$ cat config.mk
export PLATFORM = sky130hd
export DESIGN_NAME = adc_seq_top
export DESIGN_NICKNAME = d
export VERILOG_FILES = /design/src/rtl/adc_seq_pkg.sv /design/src/rtl/adc_seq_sync.sv /design/src/rtl/adc_seq_fsm.sv /design/src/rtl/adc_seq_capture.sv /design/src/rtl/adc_seq_top.sv
export SDC_FILE = /design/constraint.sdc
export NUM_CORES = 1
export LEC_CHECK = 0
export ABC_AREA = 1
export BUFFER_PORTS_ARGS = -buffer_cell sky130_fd_sc_hd__clkbuf_2
export CELL_PAD_IN_SITES_DETAIL_PLACEMENT = 2
export CELL_PAD_IN_SITES_GLOBAL_PLACEMENT = 2
export CORE_AREA = 2 2 54 46
export CTS_CLUSTER_SIZE = 10
export DETAILED_ROUTE_END_ITERATION = 10
export DIE_AREA = 0 0 56 48
export MAX_ROUTING_LAYER = met4
export PLACE_DENSITY = 0.79
export SYNTH_ARGS = -nofsm -noshare
export SYNTH_HDL_FRONTEND = slang
export SYNTH_SLANG_ARGS = --single-unit
$ cat constraint.sdc
create_clock -name clk -period 1.15 [get_ports clk]
set_clock_uncertainty 0.05 [all_clocks]
set_input_delay 0.115 -clock clk [delete_from_list [all_inputs] [get_ports clk]]
set_output_delay 0.115 -clock clk [all_outputs]
set_load 0.02 [all_outputs]
$ cat src/rtl/adc_seq_pkg.sv
package adc_seq_pkg;

  typedef enum logic [1:0] {
    PH_SAMPLE = 2'd0,
    PH_START  = 2'd1,
    PH_CONV   = 2'd2
  } seq_phase_e;

endpackage

$ cat src/rtl/adc_seq_sync.sv
module adc_seq_sync #(
  parameter int   STAGES  = 2,
  parameter logic RST_VAL = 1'b0
) (
  input  logic clk,
  input  logic arst_n,
  input  logic d_i,
  output logic q_o
);

  localparam int LAST = STAGES - 1;

  logic [LAST:0] chain_q;

  generate
    if (STAGES == 1) begin : g_single
      always_ff @(posedge clk or negedge arst_n) begin
        if (!arst_n) chain_q <= RST_VAL;
        else         chain_q <= d_i;
      end
    end else begin : g_multi
      always_ff @(posedge clk or negedge arst_n) begin
        if (!arst_n) chain_q <= {STAGES{RST_VAL}};
        else         chain_q <= {chain_q[LAST-1:0], d_i};
      end
    end
  endgenerate

  assign q_o = chain_q[LAST];

endmodule

$ cat src/rtl/adc_seq_fsm.sv
module adc_seq_fsm
  import adc_seq_pkg::*;
(
  input  logic clk,
  input  logic rst_ni,
  input  logic step_en,
  input  logic eoc_s,
  output logic capture_o,
  output logic sample_o,
  output logic soc_o
);

  seq_phase_e phase_q, phase_d;
  logic       sample_q, soc_q;

  always_comb begin
    phase_d = phase_q;
    if (step_en) begin
      case (phase_q)
        PH_SAMPLE: phase_d = PH_START;
        PH_START:  phase_d = PH_CONV;
        PH_CONV:   if (eoc_s) phase_d = PH_SAMPLE;
        default:   phase_d = PH_SAMPLE;
      endcase
    end
  end

  always_ff @(posedge clk or negedge rst_ni) begin
    if (!rst_ni) phase_q <= PH_SAMPLE;
    else         phase_q <= phase_d;
  end

  always_ff @(posedge clk or negedge rst_ni) begin
    if (!rst_ni) begin
      sample_q <= 1'b0;
      soc_q    <= 1'b0;
    end else begin
      sample_q <= (phase_q == PH_SAMPLE);
      soc_q    <= (phase_q == PH_START);
    end
  end

  assign capture_o = step_en && (phase_q == PH_CONV) && eoc_s;
  assign sample_o  = sample_q;
  assign soc_o     = soc_q;


  ctrl_exclusive_chk: assert property (@(posedge clk) disable iff (!rst_ni)
    !(sample_o && soc_o));


  phase_hold_chk: assert property (@(posedge clk) disable iff (!rst_ni)
    !step_en |=> $stable(phase_q));


  eoc_stall_chk: assert property (@(posedge clk) disable iff (!rst_ni)
    (step_en && phase_q == PH_CONV && !eoc_s) |=> (phase_q == PH_CONV));


  sample_advance_chk: assert property (@(posedge clk) disable iff (!rst_ni)
    (step_en && phase_q == PH_SAMPLE) |=> (phase_q == PH_START));


  start_one_step_chk: assert property (@(posedge clk) disable iff (!rst_ni)
    (step_en && phase_q == PH_START) |=> (phase_q == PH_CONV));

endmodule

$ cat src/rtl/adc_seq_capture.sv
module adc_seq_capture #(
  parameter int DATA_W = 8
) (
  input  logic              clk,
  input  logic              rst_ni,
  input  logic              load_i,
  input  logic [DATA_W-1:0] data_i,
  output logic [DATA_W-1:0] data_o
);

  logic [DATA_W-1:0] hold_q;

  always_ff @(posedge clk or negedge rst_ni) begin
    if (!rst_ni)     hold_q <= '0;
    else if (load_i) hold_q <= data_i;
  end

  assign data_o = hold_q;


  capture_value_chk: assert property (@(posedge clk) disable iff (!rst_ni)
    load_i |=> (data_o == $past(data_i)));


  result_hold_chk: assert property (@(posedge clk) disable iff (!rst_ni)
    !load_i |=> $stable(data_o));

endmodule

$ cat src/rtl/adc_seq_top.sv
module adc_seq_top #(
  parameter int DATA_W      = 8,
  parameter int SYNC_STAGES = 2
) (
  input  logic              clk,
  input  logic              rst_n,
  input  logic              step_en,
  input  logic              eoc_i,
  input  logic [DATA_W-1:0] conv_data_i,
  output logic              sample_o,
  output logic              soc_o,
  output logic [DATA_W-1:0] result_o
);

  logic rst_ns;
  logic eoc_s;
  logic capture;

  adc_seq_sync #(.STAGES(2), .RST_VAL(1'b0)) u_rst_sync (
    .clk    (clk),
    .arst_n (rst_n),
    .d_i    (1'b1),
    .q_o    (rst_ns)
  );

  adc_seq_sync #(.STAGES(SYNC_STAGES), .RST_VAL(1'b0)) u_eoc_sync (
    .clk    (clk),
    .arst_n (rst_ns),
    .d_i    (eoc_i),
    .q_o    (eoc_s)
  );

  adc_seq_fsm u_fsm (
    .clk       (clk),
    .rst_ni    (rst_ns),
    .step_en   (step_en),
    .eoc_s     (eoc_s),
    .capture_o (capture),
    .sample_o  (sample_o),
    .soc_o     (soc_o)
  );

  adc_seq_capture #(.DATA_W(DATA_W)) u_capture (
    .clk    (clk),
    .rst_ni (rst_ns),
    .load_i (capture),
    .data_i (conv_data_i),
    .data_o (result_o)
  );

endmodule

# Yosys cells after proc, flatten, opt, wreduce, memory -nomap -nowiden
# Index checks and enable logic that the tools add are counted.
classes:
  n_eq_ne: 3
  n_mux: 2
  n_reduce_logical: 4
ops:
  columns: ["cell", "n"]
  rows:
  - ["2-bit case mux with 3 select lines", 1]
  - ["2-bit by 1-bit == test with 1-bit output, second input constant", 1]
  - ["2-bit == test, second input constant", 1]
  - ["1-bit logical AND", 2]
  - ["2-bit zero test", 1]
  - ["2-bit 2-to-1 mux", 1]
  - ["2-bit inequality test, second input constant", 1]
  - ["2-bit AND reduction", 1]
word_totals:
  register_bits: 16
  in_bits: 12
  output_inout_bits: 10
  word_cells: 15

# Logic depth before layout (Yosys ltp)
depth:
  depth_word: 3
  mapped_depth: 5

# Hierarchy
# From an unflattened synthesis, not the netlist that was laid out.
hier_totals:
  cells_unflattened: 55
  hier_area_um2: 566.8
by_module_without_submodules:
  columns: ["module", "n_inst", "cells_each", "area_per_inst_um2"]
  rows:
  - ["adc_seq_capture", 1, 34, 305.3]
  - ["adc_seq_fsm", 1, 16, 157.7]
  - ["adc_seq_sync", 2, 2, 50.0]
  - ["adc_seq_top", 1, 1, 3.8]

# Least setup slack after synthesis
# OpenSTA, ideal clock, no wires.
synth_path:
  path_kind: "reg2reg"
  start: "reg u_fsm.phase_q[0]"
  end: "reg u_capture.hold_q[0] (netlist: u_capture.data_o[0])"
  setup_time_ns: 0.117
  arrival_ns: 0.793
  required_ns: 0.983
  setup_slack_ns: 0.190
  path_stages_with_launch: 5
  synth_period_minus_slack_ns: 0.960
  path_cell_list: "dfrtp_1 -> nor2_8 -> nand2_4 -> nand2_1 -> nand2_1"
synth_between:
  elab_chain_len: 3
synth_rtl:
  columns: ["item", "line_no", "source"]
  rows:
  - ["start, declared", "adc_seq_fsm.sv:13", "seq_phase_e phase_q, phase_d;"]
  - ["start signal, assigned", "adc_seq_fsm.sv:30", "else phase_q <= phase_d;"]
  - ["2-bit == test", "adc_seq_fsm.sv:43", "assign capture_o = step_en && (phase_q == PH_CONV) && eoc_s;"]
  - ["1-bit logical AND (2 in a row)", "adc_seq_fsm.sv:43", null]
  - ["end signal, assigned", "adc_seq_capture.sv:15", "else if (load_i) hold_q <= data_i;"]
  - ["end, declared", "adc_seq_capture.sv:11", "logic [DATA_W-1:0] hold_q;"]
# No other way between the ends.
# A chain may end at the register's enable or synchronous reset.

# Worst setup path after layout
layout_path:
  start: "reg u_fsm.phase_q[0]"
  end: "reg u_capture.hold_q[3] (netlist: u_capture.data_o[3])"
# The elaborated chain is that of the path after synthesis.

==> out/summary.txt <==
Cells after Synth: 54
global-route wire length before repair: 2360 µm
Iter 0 DRT Violations: 0
Synth top area share: 69.0%
CTS tree: done
Startpoint Class: flop
layout cells sized above 1: 36.6%
die area: 2690 µm²
most frequent cells in the layout: 21 x clkbuf_2, 19 x nand2_1, 15 x dfrtp_1, 9 x nand3_1
crit path capture type: flop
most common cell after layout, fill and taps aside: clkbuf_2
Gate power share: 38.1%
WL met1: 611 µm
core area: 2100 µm²
diode count: 0
Clock Sink Count: 16
max_cap viols: 0
H-tree depth: 1
final hold violations: 0
HPWL Detailed: 1020 µm
Reg clk slew, reported paths: 0.08 ns
Vias/cell: 4.47
largest net degree at the start of global routing: 15
met3 routed WL: 81 µm
GR Overflow Total: 0
row count: 15
CP Class: flop to flop
PD cells: 2460 nW/µm²
GPL Wtd Cong: 0.737
Cell Count, Final, Fillers Out: 107
antenna-violating nets left: 0
Hold Path Class: input port to flop
Net Count, Synth: 66
# IOs: 22
FF+latch count, synth: 16
die width: 56 µm
top post-synthesis cells by area: dfrtp_1 69%, nand2_1 12%, nand3_1 7.8%
DRT Pass-1 Iters: 1
Leak Pwr: 0.436 nW
max-slew violations: 0
Port Buf Inserts: 21
switching power: 0.000777 W
metal2 WL: 775 µm
clock buffer depth: 2
WL final: 1480 µm
sequential fraction of the synthesis area: 69.0%
internal power component: 0.00114 W
Placed Instances: 100
Clock power frac: 14.6%
Layout fillers: 239
sw frac: 40.6%
routed len/inst: 13.8 µm
Layout area overhead: 34.1%
fin nets: 96
RSZ-0062 raised after global routing: false
initial antenna violation count: 0
GRT Overall Usage: 12.8%
status: finished, final reports clean
max_slew headroom: 61.5%
Worst Path Max Fanout: 9
Synth area leader: dfrtp_1
Inserted Clock Buffers: 3
Post-Syn Area: 581 µm²
library cells used by synthesis: 10
Clock Tree Root: clkbuf_4
Die Y: 48 µm
maximum VDD drop: 0.918 mV
Avg Synthesized Cell Area: 10.8 µm²
CP Data Required Time: 1.27 ns
Initial Util: 27.6%
clk_lat worst skew: 0.28 ns
Final Setup Violations: 0
Min Clock Period, post-route: 1.05 ns
DRC violations left: 0
Reg power frac: 47.3%
number of global-route vias before repair: 499
Synth Warn #: 0
DR vias: 478
final worst-path cycle share: 91.0%
Fin Setup TNS: 0 ns
fmax: 0.956 GHz
uppermost routed layer: met4
Slew @ Worst Pin: 0.577 ns
critical path data arrival time: 1.17 ns
==> Yosys cell counts <==
master and instances:
nor2_1 2, nand2_4 1, o21ai_0 2, nor2_8 1, nand2_1 19, inv_2 2
inv_1 1, nand3_1 9, dfrtp_1 16, conb_1 1
==> path summary, 6_finish.rpt <==
path | slack, ns | start | endpoint | cells after the start
setup / recovery | 0.10 | u_fsm.phase_q[0]$_DFFE_PN0P_ | u_capture.data_o[3]$_DFFE_PN0P_ | 4
hold / removal | 0.02 | conv_data_i[4] | u_capture.data_o[4]$_DFFE_PN0P_ | 3
setup reg to reg | 0.10 | u_fsm.phase_q[0]$_DFFE_PN0P_ | u_capture.data_o[3]$_DFFE_PN0P_ | 4
hold reg to reg | 0.19 | u_rst_sync.chain_q[1]$_DFF_PN0_ | u_fsm.phase_q[1]$_DFFE_PN0P_ | 0
max in group asynchronous | 0.46 | u_rst_sync.chain_q[1]$_DFF_PN0_ | u_fsm.phase_q[0]$_DFFE_PN0P_ | 0
min in group asynchronous | 0.09 | rst_n | u_rst_sync.chain_q[1]$_DFF_PN0_ | 2
==> metrics by stage <==
step / cell area (µm²) / hold WS (ns) / setup slack [ns] / utilization (%) / total power [W]
5_1_grt: 778 / 0.00663 / 0.0213 / 37.0 / 0.00207
2_1_floorplan: 581 / -0.231 / 0.190 / - / 0.00134
3_3_place_gp: 717 / -0.149 / 0.134 / 34.1 / 0.00158
3_5_place_dp: 717 / -0.148 / 0.0701 / 34.1 / 0.00162
4_1_cts: 769 / 0.00268 / 0.0332 / 36.6 / 0.00193
6_report: 778 / 0.0176 / 0.104 / 37.0 / 0.00191
==> worst max-delay path, stage by stage (launching register included) <==
cell,delay (ns)
dfrtp_2,0.46
nor2_8,0.18
nand2_4,0.11
nand2_1,0.09
nand2_1,0.05
==> cell families after synthesis <==
group | count (synthesis) | synth area share [%]
and+or+nand+nor | 32 | 26.7
other | 1 | 0.646
buffers and inverters | 3 | 1.94
DFF | 16 | 69.0
AOI/OAI and AO/OA | 2 | 1.72
==> timing repair <==
item / in CTS / in global routing
hold buffers: 3 / 0
gates resized for setup: 0 / 1
buffers inserted: 0 / 1
endpoints found under the setup margin: 0 / 8
endpoints found under the hold margin: 4 / 0
==> area by class of cell <==
class	count	area (µm²)	share of cell area (%)
repair buffers	25	143	18.3
multi-input cells	35	169	21.7
well taps	25	31.3	4.02
inverters	3	11.3	1.45
flip-flops and latches	16	402	51.6
clock buffers	3	22.5	2.89
==> registers in the layout, indices dropped and copies added, names as in the netlist <==
signal	flops
u_capture.data_o	8
u_fsm.phase_q	2
u_eoc_sync.chain_q	2
u_fsm.soc_o	1
u_rst_sync.chain_q	2
u_fsm.sample_o	1
==> power by group through the flow <==
stage / combinational (W) / clock [W] / sequential [W]
6_report: 0.000729 / 0.000279 / 0.000904
3_3_place_gp: 0.000669 / 0 / 0.000909
5_1_grt: 0.000812 / 0.000318 / 0.000942
3_5_place_dp: 0.000693 / 0 / 0.000928
2_1_floorplan: 0.000243 / 0 / 0.00110
4_1_cts: 0.000711 / 0.000303 / 0.000918
==> routing by layer <==
layer  vias up  global-route usage, %
li1        229                      -
met1       234                   13.4
met2        13                   22.4
met3         2                   5.68
met4         0                   4.29
met5         -                      -
No activity file was read; power rests on OpenSTA's default activity.
